--- src/rtl/wwc_pkg.sv ---
package wwc_pkg;
    typedef enum logic [1:0] {
        CLS_PLAIN = 2'd0,
        CLS_WIDE  = 2'd1,
        CLS_DESC  = 2'd2,
        CLS_SRAM  = 2'd3
    } wr_class_e;
endpackage

--- src/rtl/wwc_decode.sv ---
module wwc_decode #(
    parameter int ADDR_W     = 20,
    parameter int PAGE_BYTES = 'h2000,
    parameter int DESC_OFF_A = 'h830,
    parameter int DESC_OFF_B = 'hA10,
    parameter int WIDE_END   = 'h400
) (
    input  logic [ADDR_W-5:0]       line_addr,
    output wwc_pkg::wr_class_e      cls
);
    localparam int PG_BITS = $clog2(PAGE_BYTES);
    localparam int OFF_W   = PG_BITS - 4;
    localparam logic [OFF_W-1:0] LINE_A   = OFF_W'(DESC_OFF_A >> 4);
    localparam logic [OFF_W-1:0] LINE_B   = OFF_W'(DESC_OFF_B >> 4);
    localparam logic [OFF_W-1:0] LINE_END = OFF_W'(WIDE_END >> 4);

    logic [OFF_W-1:0] off_line;
    logic             in_sram;
    logic             unused_page;

    assign off_line    = line_addr[OFF_W-1:0];
    assign in_sram     = line_addr[ADDR_W-5];
    assign unused_page = ^line_addr[ADDR_W-6:OFF_W];

    always_comb begin
        if (in_sram)
            cls = wwc_pkg::CLS_SRAM;
        else if (off_line == LINE_A || off_line == LINE_B)
            cls = wwc_pkg::CLS_DESC;
        else if (off_line < LINE_END)
            cls = wwc_pkg::CLS_WIDE;
        else
            cls = wwc_pkg::CLS_PLAIN;
    end
endmodule

--- src/rtl/wwc_lane_merge.sv ---
module wwc_lane_merge #(
    parameter int DW    = 32,
    parameter int LANES = 4
) (
    input  logic [LANES*DW-1:0]       old_data,
    input  logic [LANES-1:0]          old_mask,
    input  logic                      restart,
    input  logic [$clog2(LANES)-1:0]  idx,
    input  logic                      qword,
    input  logic [2*DW-1:0]           wdata,
    output logic [LANES-1:0]          wmask,
    output logic [LANES*DW-1:0]       mdata,
    output logic [LANES-1:0]          mmask
);
    localparam int IDX_W = $clog2(LANES);

    for (genvar i = 0; i < LANES; i++) begin : g_lane
        localparam logic [IDX_W-1:0] LANE_IDX = IDX_W'(i);
        logic [DW-1:0] lane_val;
        logic          pair_hit;

        assign pair_hit  = (LANE_IDX >> 1) == (idx >> 1);
        assign wmask[i]  = qword ? pair_hit : (LANE_IDX == idx);
        assign lane_val  = (qword && (i % 2 == 1)) ? wdata[2*DW-1:DW] : wdata[DW-1:0];
        assign mdata[i*DW +: DW] = wmask[i] ? lane_val : old_data[i*DW +: DW];
        assign mmask[i]  = wmask[i] | (old_mask[i] & ~restart);
    end
endmodule

--- src/rtl/wide_write_collector.sv ---
module wide_write_collector #(
    parameter int ADDR_W     = 20,
    parameter int DW         = 32,
    parameter int PAGE_BYTES = 'h2000,
    parameter int DESC_OFF_A = 'h830,
    parameter int DESC_OFF_B = 'hA10,
    parameter int WIDE_END   = 'h400
) (
    input  logic                 clk,
    input  logic                 rst_n,
    input  logic                 wr_valid,
    input  logic [ADDR_W-1:0]    wr_addr,
    input  logic [2*DW-1:0]      wr_data,
    input  logic                 wr_qword,
    output logic                 cm_valid,
    output logic [ADDR_W-1:0]    cm_addr,
    output logic [4*DW-1:0]      cm_data
);
    localparam int LANES  = 4;
    localparam int IDX_W  = $clog2(LANES);
    localparam int HOST_W = 2 * DW;
    localparam int REG_W  = LANES * DW;
    localparam int TAG_W  = ADDR_W - 4;
    localparam int HALF   = LANES / 2;

    typedef struct packed {
        logic [TAG_W-1:0]  tag;
        logic [LANES-1:0]  mask;
        logic [REG_W-1:0]  data;
        logic              cm_valid;
        logic [ADDR_W-1:0] cm_addr;
        logic [REG_W-1:0]  cm_data;
    } state_t;

    state_t st_q, st_d;

    wwc_pkg::wr_class_e cls;
    logic [TAG_W-1:0]   wtag;
    logic [IDX_W-1:0]   idx;
    logic               restart;
    logic [LANES-1:0]   wmask, mmask;
    logic [REG_W-1:0]   mdata;
    logic [HALF-1:0]    half_mask;

    assign wtag    = wr_addr[ADDR_W-1:4];
    assign idx     = wr_addr[3:2];
    assign restart = (st_q.tag != wtag);

    wwc_decode #(
        .ADDR_W(ADDR_W), .PAGE_BYTES(PAGE_BYTES),
        .DESC_OFF_A(DESC_OFF_A), .DESC_OFF_B(DESC_OFF_B), .WIDE_END(WIDE_END)
    ) u_decode (
        .line_addr (wtag),
        .cls       (cls)
    );

    wwc_lane_merge #(.DW(DW), .LANES(LANES)) u_merge (
        .old_data (st_q.data),
        .old_mask (st_q.mask),
        .restart  (restart),
        .idx      (idx),
        .qword    (wr_qword),
        .wdata    (wr_data),
        .wmask    (wmask),
        .mdata    (mdata),
        .mmask    (mmask)
    );

    assign half_mask = wr_addr[3] ? mmask[LANES-1:HALF] : mmask[HALF-1:0];

    always_comb begin
        st_d          = st_q;
        st_d.cm_valid = 1'b0;
        if (wr_valid) begin
            unique case (cls)
                wwc_pkg::CLS_PLAIN: begin
                    st_d.cm_valid = 1'b1;
                    st_d.cm_addr  = wr_addr;
                    st_d.cm_data  = {{(REG_W-HOST_W){1'b0}},
                                     wr_qword ? wr_data : {{DW{1'b0}}, wr_data[DW-1:0]}};
                end
                wwc_pkg::CLS_WIDE: begin
                    if (&mmask) begin
                        st_d.cm_valid = 1'b1;
                        st_d.cm_addr  = {wtag, 4'b0};
                        st_d.cm_data  = mdata;
                        st_d.mask     = '0;
                    end else begin
                        st_d.tag  = wtag;
                        st_d.data = mdata;
                        st_d.mask = mmask;
                    end
                end
                wwc_pkg::CLS_SRAM: begin
                    if (&half_mask) begin
                        st_d.cm_valid = 1'b1;
                        st_d.cm_addr  = {wtag, wr_addr[3], 3'b0};
                        st_d.cm_data  = {{(REG_W-HOST_W){1'b0}},
                                         wr_addr[3] ? mdata[REG_W-1:HOST_W] : mdata[HOST_W-1:0]};
                        st_d.mask     = '0;
                    end else begin
                        st_d.tag  = wtag;
                        st_d.data = mdata;
                        st_d.mask = mmask;
                    end
                end
                wwc_pkg::CLS_DESC: begin
                    if (wmask[LANES-1]) begin
                        st_d.cm_valid = 1'b1;
                        st_d.cm_addr  = {wtag, 4'b0};
                        st_d.cm_data  = (&mmask) ? mdata
                                      : {mdata[REG_W-1:REG_W-DW], {(REG_W-DW){1'b0}}};
                        st_d.mask     = '0;
                    end else if (!((|st_q.mask) && restart)) begin
                        st_d.tag  = wtag;
                        st_d.data = mdata;
                        st_d.mask = mmask;
                    end
                end
            endcase
        end
    end

    always_ff @(posedge clk) begin
        if (!rst_n) st_q <= '0;
        else        st_q <= st_d;
    end

    assign cm_valid = st_q.cm_valid;
    assign cm_addr  = st_q.cm_addr;
    assign cm_data  = st_q.cm_data;
endmodule

--- config.mk ---
export PLATFORM = sky130hd
export DESIGN_NAME = wide_write_collector
export DESIGN_NICKNAME = d
export VERILOG_FILES = /design/src/rtl/wwc_pkg.sv /design/src/rtl/wwc_decode.sv /design/src/rtl/wwc_lane_merge.sv /design/src/rtl/wide_write_collector.sv
export SDC_FILE = /design/constraint.sdc
export NUM_CORES = 1
export LEC_CHECK = 0
export ABC_AREA = 1
export BUFFER_PORTS_ARGS = -buffer_cell sky130_fd_sc_hd__clkbuf_2
export CORE_AREA = 2 2 222 224
export CTS_CLUSTER_SIZE = 24
export DETAILED_ROUTE_END_ITERATION = 16
export DIE_AREA = 0 0 224 226
export PLACE_DENSITY_LB_ADDON = 0.3
export SLEW_MARGIN = 0
export SYNTH_ARGS = -nofsm -noshare
export SYNTH_HDL_FRONTEND = slang
export SYNTH_HIERARCHICAL = 1
export SYNTH_SLANG_ARGS = --single-unit
--- constraint.sdc ---
create_clock -name clk -period 3.12 [get_ports clk]
set_input_delay 0.624 -clock clk [delete_from_list [all_inputs] [get_ports clk]]
set_output_delay 0.624 -clock clk [all_outputs]
set_load 0.01 [all_outputs]
==> results of run 1 <==
[flip-flops by register name, summed over array words and instances (netlist names)]
signal / cells
cm_data: 128
st_q: 148
cm_addr: 20
cm_valid: 1
[tightest hold or removal path: cells and delay by family]
family	cells	cell delay, ns
simple gates	1	0.07
compound gates	1	0.06
buf+inv	1	0.08
[report_power, final]
group	total [mW]	switching, mW	internal, mW
logic	1.94	1.26	0.685
clock network	4.31	1.76	2.54
registers	4.22	0.152	4.07
total	10.5	3.17	7.30
[routing by layer]
layer,global-route usage (%),wire length (um),vias up
met3,3.92,4230,92
met2,34.9,25900,653
met5,0,16,-
met1,30.7,26500,8101
li1,-,-,8333
met4,7.57,1340,2
[worst paths after layout]
path         slack (ns)     endpoint  depth (start not counted)   startpoint
max reg2reg        0.28    st_q[150]                         17    st_q[290]
min reg2reg        0.46  cm_data[78]                          2  cm_data[78]
max                0.28    st_q[150]                         17    st_q[290]
min                0.34   cm_addr[1]                          3   wr_addr[1]
[area by class of cell]
cell class,instances,area (sq um),area share (%)
antenna,3,7.51,0.0399
inverter,145,551,2.92
timing repair buffer,330,2170,11.6
tap,622,778,4.13
clock inverter,16,171,0.911
clock buffer,47,1010,5.38
multi-input combinational,1802,8180,43.5
sequential,297,5950,31.6
[timing repair]
item / CTS / global route
setup buffers: 0 / 0
hold endpoints to repair: 0 / 0
gates resized for setup: 0 / 9
endpoints found under the setup margin: 0 / 274
==> results.ini, run 1 <==
[outcome]
status = finished, final reports clean

[cells_and_area]
drive_above_1_share_pct = 15.8
final_common_cell = nand2_1
fillers = 5119
synthToLayoutAreaGrowth_pct = 12.8
fin_area_sq_um = 18800
final_cell_mix = 776 x nand2_1, 318 x a21oi_1, 297 x dfxtp_1
final_nets = 2700
fin_util_pct = 38.9
layout.cells.non_filler = 3262

[place]
dpl_cell_area_sq_um = 17600
place_ws_ns = -0.189
dp_hpwl_um = 37500
place_inst = 3196
io_buffers = 236
gp_congestion = 0.874

[power_and_ir_drop]
finalPower_mw = 10.5
power_leakage_nw = 8.65
pwr_density_cell_nw_per_um2 = 556
power.ir.vdd_worst_mv = 0.290

[floorplanning]
pin_count = 237
coreArea_sq_um = 48300
fp.dieW_um = 224
rows = 81
die_area_sq_um = 50600
die_h_um = 226
start_util_pct = 34.5

[drt]
vias_per_cell = 5.27
wl_um = 58000
drc_errors = 0
vias = 17200
drt_first_pass_iters = 6
wl_per_cell_um = 17.8
dr.first_iter.drc_count = 1543
drtAntennaViolNets = 0

[critical_path]
worstPathMaxFanout = 44
cpMostUsedCell = nand2_1
cp_slowest_cell = nor2_4
crit_required_ns = 3.55
critical-path-top-delay-family = simple AND/OR/NAND/NOR gates
crit_path_start_kind = flip-flop
worstPathArrival_ns = 3.27
worstSetupEndpointType = flip-flop
crit_buf_inv = 2
path_class = reg2reg
crit_chain = inv_1, nand2_1, nand2_1, nor2_1, nand2_1, nor2_1, nand2_2, o21ai_1, nand3_1, o21ai_0, nand2_1, nand3_2, nor2_4, buf_12, nand3_1, nand2_1, nor2_1
slowest_delay_ns = 0.77

[grt]
grt_overflow = 0
grt_pass1_wl_um = 89100
grt_antenna_before_repair = 4
grtUsageTotal_pct = 22.3
grt_max_degree = 121
first_global_vias = 15800

[synthesis]
yosys_warnings = 6
avgSynthCellArea_sq_um = 6.44
synth.net_count = 2679
syn_area_sq_um = 16700
syn_inst = 2591

[clocking]
numCtsBuffers = 36
clockRootBuffer = clkbuf_16
htree_levels = 2
clk_latency_ns = 0.55
cts_tree = yes
clk_pin_slew_ns = 0.06
clock-sinks = 297
hold_buffers = 0
ctsLongestPathBuffers = 3

[timing]
fin_hold_ws_ns = 0.341
rsz0062_at_grt = false
fin_worst_skew_ns = 0.0251
fin_crit_sh_pct = 91.0
slew_headroom_pct = 32.7
drv_slew = 0
fin_crit_ns = 2.84
hold_viol = 0
worst_slack_ns = 0.281
max_clock_freq_mhz = 352
worstMarginPinSlew_ns = 1.01
tns_ns = 0
setup_viol = 0

[job]
max-cap-violations = 0

[min_path]
hold_path_class = in2reg

Note: power is estimated with default switching activity, not from simulation.
==> run 2: changes to the inputs <==
--- a/config.mk
+++ b/config.mk
@@ -12,6 +12,7 @@
 export DETAILED_ROUTE_END_ITERATION = 16
 export DIE_AREA = 0 0 224 226
 export PLACE_DENSITY_LB_ADDON = 0.3
+export RECOVER_POWER = 25
 export SLEW_MARGIN = 0
 export SYNTH_ARGS = -nofsm -noshare
 export SYNTH_HDL_FRONTEND = slang
==> run 2 against run 1 <==
Effect of this change:
- combinational power is essentially flat
- wire length increased by 0.20%
- clock-buffer cell count unchanged
- critical path depth is the same
- first-iteration DRC count increased by 1.4%
- cell count unchanged
- highest routed layer unchanged
- critical endpoint unchanged
- sequential share of layout area increased by 0.23 points
- final area shrank 0.74%
- core utilization down 0.29 points
- setup slack better by 0.014 ns
==> results.ini, run 2 (synthesis gave the netlist of run 1 again) <==
[clocking]
numCtsBuffers = 36  ; unchanged
clock-sinks = 297  ; unchanged
post_cts_buffers = 0  ; unchanged
clk_pin_slew_ns = 0.06  ; about the same
cts_tree = yes  ; unchanged
clk_latency_ns = 0.56  ; was 0.55 ns
ctsLongestPathBuffers = 3  ; unchanged
clockRootBuffer = clkbuf_16  ; unchanged
htree_levels = 2  ; unchanged

[grt]
grt_max_degree = 121  ; unchanged
grt_antenna_before_repair = 4  ; unchanged
grt.busiest_layer = met2  ; unchanged
grt_pass1_wl_um = 89100  ; unchanged
use_met2_pct = 34.9  ; unchanged
grt_overflow = 0  ; unchanged
met3_usage_pct = 3.92  ; unchanged
first_global_vias = 15800  ; unchanged
grtUsageTotal_pct = 22.3  ; unchanged
groute.layer.met1.usage_pct = 30.7  ; unchanged

[timing]
setup_viol = 0  ; unchanged
fin_crit_sh_pct = 90.5  ; was 91.0%
fin_hold_ws_ns = 0.343  ; was 0.341 ns
hold_viol = 0  ; unchanged
max_clock_freq_mhz = 354  ; was 352 MHz
drv_slew = 0  ; unchanged
slew_headroom_pct = 33.1  ; was 32.7%
worstMarginPinSlew_ns = 1.00  ; was 1.01 ns
fin_crit_ns = 2.82  ; was 2.84 ns
rsz0062_at_grt = false  ; unchanged
fin_worst_skew_ns = 0.0273  ; was 0.0251 ns

[min_path]
hold_depth = 3  ; unchanged
min_from = wr_addr[1]  ; unchanged
holdPathEnd = cm_addr[1]  ; unchanged
hold_path_class = in2reg  ; unchanged

[floorplanning]
start_util_pct = 34.5  ; unchanged
fp.dieW_um = 224  ; unchanged
pin_count = 237  ; unchanged
die_area_sq_um = 50600  ; unchanged
coreArea_sq_um = 48300  ; unchanged
rows = 81  ; unchanged
die_h_um = 226  ; unchanged

[cells_and_area]
fin_area_sq_um = 18700  ; was 18,800 sq um
final_cell_mix = 776 x nand2_1, 318 x a21oi_1, 297 x dfxtp_1  ; unchanged
multiInputGateArea_sq_um = 8180  ; unchanged
synthToLayoutAreaGrowth_pct = 11.9  ; was 12.8%
final_common_cell = nand2_1  ; unchanged
top_register = st_q  ; unchanged
drive_above_1_share_pct = 11.6  ; was 15.8%
final_nets = 2700  ; unchanged
regArea_sq_um = 5950  ; unchanged
fillers = 5183  ; was 5,119
largest_reg_flops = 148  ; unchanged

[critical_path]
cp_slowest_cell = nor2_4  ; unchanged
crit_chain = inv_1, nand2_1, nand2_1, nor2_1, nand2_1, nor2_1, nand2_2, o21ai_1, nand3_1, o21ai_0, nand2_1, nand3_2, nor2_4, buf_12, nand3_1, nand2_1, nor2_1  ; unchanged
ff2ff_setup_slack_ns = 0.30  ; was 0.28 ns
crit_required_ns = 3.55  ; about the same
r2r_end = st_q[150]  ; unchanged
rr_startpoint = st_q[290]  ; unchanged
cpMostUsedCell = nand2_1  ; unchanged
slowest_delay_ns = 0.77  ; about the same
worstSetupEndpointType = flip-flop  ; unchanged
critical-path-top-delay-family = simple AND/OR/NAND/NOR gates  ; unchanged
worstPathMaxFanout = 44  ; unchanged
crit_path_start_kind = flip-flop  ; unchanged
path_class = reg2reg  ; unchanged
worstPathArrival_ns = 3.26  ; was 3.27 ns
startpoint = st_q[290]  ; unchanged
crit_buf_inv = 2  ; unchanged
rr_worst_depth = 17  ; unchanged

[drt]
dr.first_iter.drc_count = 1565  ; was 1,543
drtAntennaViolNets = 0  ; unchanged
vias_per_cell = 5.26  ; was 5.27
wl_um = 58100  ; was 58,000 um
drt_first_pass_iters = 6  ; unchanged
drc_errors = 0  ; unchanged
wl_per_cell_um = 17.8  ; about the same
vias = 17100  ; was 17,200

[power_and_ir_drop]
power_leakage_nw = 8.27  ; was 8.65 nW
power.ir.vdd_worst_mv = 0.291  ; was 0.290 mV
pwr_density_cell_nw_per_um2 = 559  ; was 556 nW/um^2

[place]
dp_hpwl_um = 37500  ; unchanged
gp_congestion = 0.874  ; unchanged
io_buffers = 236  ; unchanged
dpl_cell_area_sq_um = 17600  ; unchanged

[job]
max-cap-violations = 0  ; unchanged

[outcome]
status = finished, final reports clean  ; unchanged

[run 2: cell counts in the layout (fill, tap and decap cells not counted)]
Identical to the previous run, type by type.
[run 2: final cells by class]
cell class | count | area share (%)
tap | 622 | 4.16
multi-input combinational | 1802 | 43.8
inverter | 145 | 2.95
clock inverter | 16 | 0.917
antenna | 3 | 0.0402
clock buffer | 47 | 5.42
sequential | 297 | 31.8
timing repair buffer | 330 | 10.9
[run 2: how the worst max path moves through the flow]
| stage | slack, ns | end | depth (start not counted) |
|---|---|---|---|
| after detailed placement | -0.19 | st_q[150] | 16 |
| after CTS | 0.25 | st_q[150] | 17 |
| final | 0.30 | st_q[150] | 17 |
| after floorplan | 0.54 | st_q[175] | 16 |
| after global placement | -0.16 | st_q[156] | 16 |
| after global routing | 0.03 | cm_data[26] | 17 |
[run 2: where the power goes]
part	leakage (nW)	total, mW	switching (mW)	internal (mW)
logic	5.25	1.92	1.25	0.669
clock network	0.585	4.30	1.76	2.54
registers	2.44	4.22	0.152	4.07
[run 2: metal layers]
metal / vias to the layer above / wire [um]
li1: 8322 / -
met1: 8068 / 26400
met2: 661 / 26100
met3: 93 / 4230
met4: 2 / 1370
met5: - / 16
[run 2: timing repair]
action / in CTS / in global routing
endpoints found under the hold margin: 0 / 0
hold buffers: 0 / 0
endpoints found under the setup margin: 0 / 274
gates resized for setup: 0 / 9
[run 2: tightest hold or removal path, delay by kind of cell]
kind	cells	cell delay (ns)
buffers and inverters	1	0.08
and+or+nand+nor	1	0.07
AOI/OAI and AO/OA	1	0.06
[run 2: per-stage QoR]
step           setup slack, ns  setup TNS [ns]  power [mW]  utilization (%)  std cells
3_3_place_gp            -0.160          -14.59        6.16             36.4       3196
2_1_floorplan            0.539               0        5.67                -       2591
4_1_cts                  0.253               0        10.5             38.9       3259
6_report                 0.295               0        10.4             38.7       3262
3_5_place_dp            -0.189          -19.03        6.22             36.4       3196
5_1_grt                 0.0257               0        10.9             38.7       3262
==> run 3: changes to the inputs <==
--- a/config.mk
+++ b/config.mk
@@ -7,6 +7,8 @@
 export LEC_CHECK = 0
 export ABC_AREA = 1
 export BUFFER_PORTS_ARGS = -buffer_cell sky130_fd_sc_hd__clkbuf_2
+export CELL_PAD_IN_SITES_DETAIL_PLACEMENT = 1
+export CELL_PAD_IN_SITES_GLOBAL_PLACEMENT = 1
 export CORE_AREA = 2 2 222 224
 export CTS_CLUSTER_SIZE = 24
 export DETAILED_ROUTE_END_ITERATION = 16
==> run 3 against run 2 <==
Effect of this change:
- core utilization is 0.53 points lower
- worst hold slack got worse by 0.0081 ns
- critical endpoint is now cm_data[124]
- combinational power up 3%
- highest routed layer is now met4
- clock-buffer cell count grew 10
- sequential cell count unchanged
- clock power is 3% lower
- setup slack better by 0.017 ns
- wire length grew 9.5%
- first-iteration DRC count down 28%
- sequential share of layout area up 0.44 points
- via count barely moved
==> results.ini, run 3 (synthesis gave the netlist of run 1 again) <==
[clocking]
post_cts_buffers = 0  ; unchanged
ctsLongestPathBuffers = 3  ; unchanged
htree_levels = 2  ; unchanged
numCtsBuffers = 37  ; was 36
clk_pin_slew_ns = 0.06  ; about the same
clockRootBuffer = clkbuf_16  ; unchanged
clock-sinks = 297  ; unchanged
clk_latency_ns = 0.56  ; about the same
cts_tree = yes  ; unchanged

[critical_path]
r2r_end = cm_data[124]  ; was st_q[150]
ff2ff_setup_slack_ns = 0.31  ; was 0.30 ns
cp_slowest_cell = dfxtp_1  ; was nor2_4
rr_worst_depth = 18  ; was 17
worstPathMaxFanout = 51  ; was 44
worstPathArrival_ns = 3.28  ; was 3.26 ns
crit_required_ns = 3.60  ; was 3.55 ns
slowest_delay_ns = 0.36  ; was 0.77 ns
path_class = reg2reg  ; unchanged
cpMostUsedCell = nand2_1  ; unchanged
rr_startpoint = st_q[286]  ; was st_q[290]
worstSetupEndpointType = flip-flop  ; unchanged
crit_chain = inv_1, nand2_1, nand2_1, nor2_1, nand2_1, nor2_1, nand2_1, o21ai_1, buf_4, nand4_1, nand2_1, nand2_1, nand3_2, nand2_8, inv_6, buf_12, nand4_1, a21oi_1  ; was inv_1, nand2_1, nand2_1, nor2_1, nand2_1, nor2_1, nand2_2, o21ai_1, nand3_1, o21ai_0, nand2_1, nand3_2, nor2_4, buf_12, nand3_1, nand2_1, nor2_1
crit_path_start_kind = flip-flop  ; unchanged

[floorplanning]
start_util_pct = 34.5  ; unchanged
coreArea_sq_um = 48300  ; unchanged
die_h_um = 226  ; unchanged
pin_count = 237  ; unchanged
die_area_sq_um = 50600  ; unchanged
fp.dieW_um = 224  ; unchanged
rows = 81  ; unchanged

[power_and_ir_drop]
power.ir.vdd_worst_mv = 0.323  ; was 0.291 mV
pwr_density_cell_nw_per_um2 = 563  ; was 559 nW/um^2
power_leakage_nw = 8.08  ; was 8.27 nW
finalPower_mw = 10.4  ; about the same

[drt]
wl_met2_um = 29300  ; was 26,100 um
drc_errors = 0  ; unchanged
wl_um = 63600  ; was 58,100 um
wl_met1_um = 29000  ; was 26,400 um
wl_per_cell_um = 19.7  ; was 17.8 um
top_layer_used = met4  ; was met5
met3RoutedLength_um = 3330  ; was 4230 um
drt_first_pass_iters = 6  ; unchanged
vias_per_cell = 5.32  ; was 5.26
drtAntennaViolNets = 0  ; unchanged
dr.first_iter.drc_count = 1129  ; was 1,565
vias = 17200  ; was 17,100

[timing]
worstMarginPinSlew_ns = 0.832  ; was 1.00 ns
fin_crit_sh_pct = 90.0  ; was 90.5%
hold_viol = 0  ; unchanged
tns_ns = 0  ; unchanged
worst_slack_ns = 0.312  ; was 0.295 ns
max_clock_freq_mhz = 356  ; was 354 MHz
setup_viol = 0  ; unchanged
slew_headroom_pct = 44.5  ; was 33.1%
fin_crit_ns = 2.81  ; was 2.82 ns
rsz0062_at_grt = false  ; unchanged
fin_worst_skew_ns = 0.0251  ; was 0.0273 ns
drv_slew = 0  ; unchanged
fin_hold_ws_ns = 0.335  ; was 0.343 ns

[place]
place_ws_ns = -0.147  ; was -0.189 ns
io_buffers = 236  ; unchanged
gp_congestion = 0.846  ; was 0.874
place_inst = 3161  ; was 3,196
dp_hpwl_um = 42000  ; was 37,500 um
dpl_cell_area_sq_um = 17400  ; was 17,600 sq um

[cells_and_area]
drive_above_1_share_pct = 9.92  ; was 11.6%
fin_area_sq_um = 18400  ; was 18,700 sq um
largest_reg_flops = 148  ; unchanged
final_common_cell = nand2_1  ; unchanged
final_cell_mix = 776 x nand2_1, 318 x a21oi_1, 297 x dfxtp_1  ; unchanged
layout.cells.non_filler = 3226  ; was 3,262
fin_util_pct = 38.1  ; was 38.7%
top_register = st_q  ; unchanged
final_nets = 2666  ; was 2,700
synthToLayoutAreaGrowth_pct = 10.4  ; was 11.9%

[grt]
grtUsageTotal_pct = 24.6  ; was 22.3%
grt_max_degree = 87  ; was 121
grt_pass1_wl_um = 98100  ; was 89,100 um
grt_overflow = 0  ; unchanged
first_global_vias = 17300  ; was 15,800
grt_antenna_before_repair = 3  ; was 4

[outcome]
status = finished, final reports clean  ; unchanged

[min_path]
min_from = wr_addr[13]  ; was wr_addr[1]
holdPathEnd = cm_addr[13]  ; was cm_addr[1]
hold_depth = 3  ; unchanged
hold_path_class = in2reg  ; unchanged

[job]
max-cap-violations = 0  ; unchanged

## run 3: changes by cell type in the layout (fill, tap and decap cells not counted), moves of 2 or more
cell and change:
buf_12 +3, buf_4 -37, bufinv_16 -2, clkbuf_1 +8
clkbuf_8 +2, clkinv_2 -7, clkinvlp_4 -2, nor2_2 -2
nor2_4 +2, o21ai_1 +2, o21ai_2 -4, o21ai_4 +2
## run 3: what timing repair did
action	4_1_cts	5_1_grt
setup endpoints to repair	0	41
hold buffers	0	0
resized for setup	0	4
## run 3: report_power, final
part           leakage (nW)  switching, mW  internal (mW)
Sequential             2.44          0.162           4.07
Clock                 0.549           1.74           2.44
Combinational          5.10           1.32          0.651
## run 3: cell type report
type | instances | area [sq um]
Fill cell | 6245 | 29900
Antenna cell | 3 | 7.51
Multi-Input combinational cell | 1802 | 8210
Clock inverter | 5 | 60.1
Inverter | 145 | 549
Tap cell | 622 | 778
Clock buffer | 57 | 1070
Timing Repair Buffer | 295 | 1810
Sequential cell | 297 | 5950
## run 3: layer usage
| metal | vias to the layer above | track usage [%] |
|---|---|---|
| met2 | 453 | 40.7 |
| li1 | 8235 | - |
| met4 | 0 | 8.06 |
| met5 | - | 0 |
| met1 | 8349 | 32.3 |
| met3 | 119 | 4.58 |
## run 3: worst max path at each step
stage / startpoint / endpoint / slack [ns] / cells past startpoint
after floorplan: wr_qword / st_q[175] / 0.54 / 16
after detailed placement: wr_addr[9] / cm_data[124] / -0.15 / 19
after global routing: st_q[293] / cm_data[124] / 0.0009 / 18
final: st_q[286] / cm_data[124] / 0.31 / 18
after CTS: st_q[286] / cm_data[124] / 0.22 / 17
after global placement: wr_addr[8] / cm_data[60] / -0.01 / 20
## run 3: critical path: cells and delay by family (launching register included)
| kind | cells | cell delay (ns) |
|---|---|---|
| flip-flops | 1 | 0.36 |
| AO/OA/AOI/OAI | 2 | 0.42 |
| buffers and inverters | 4 | 0.63 |
| AND/OR/NAND/NOR | 12 | 1.30 |
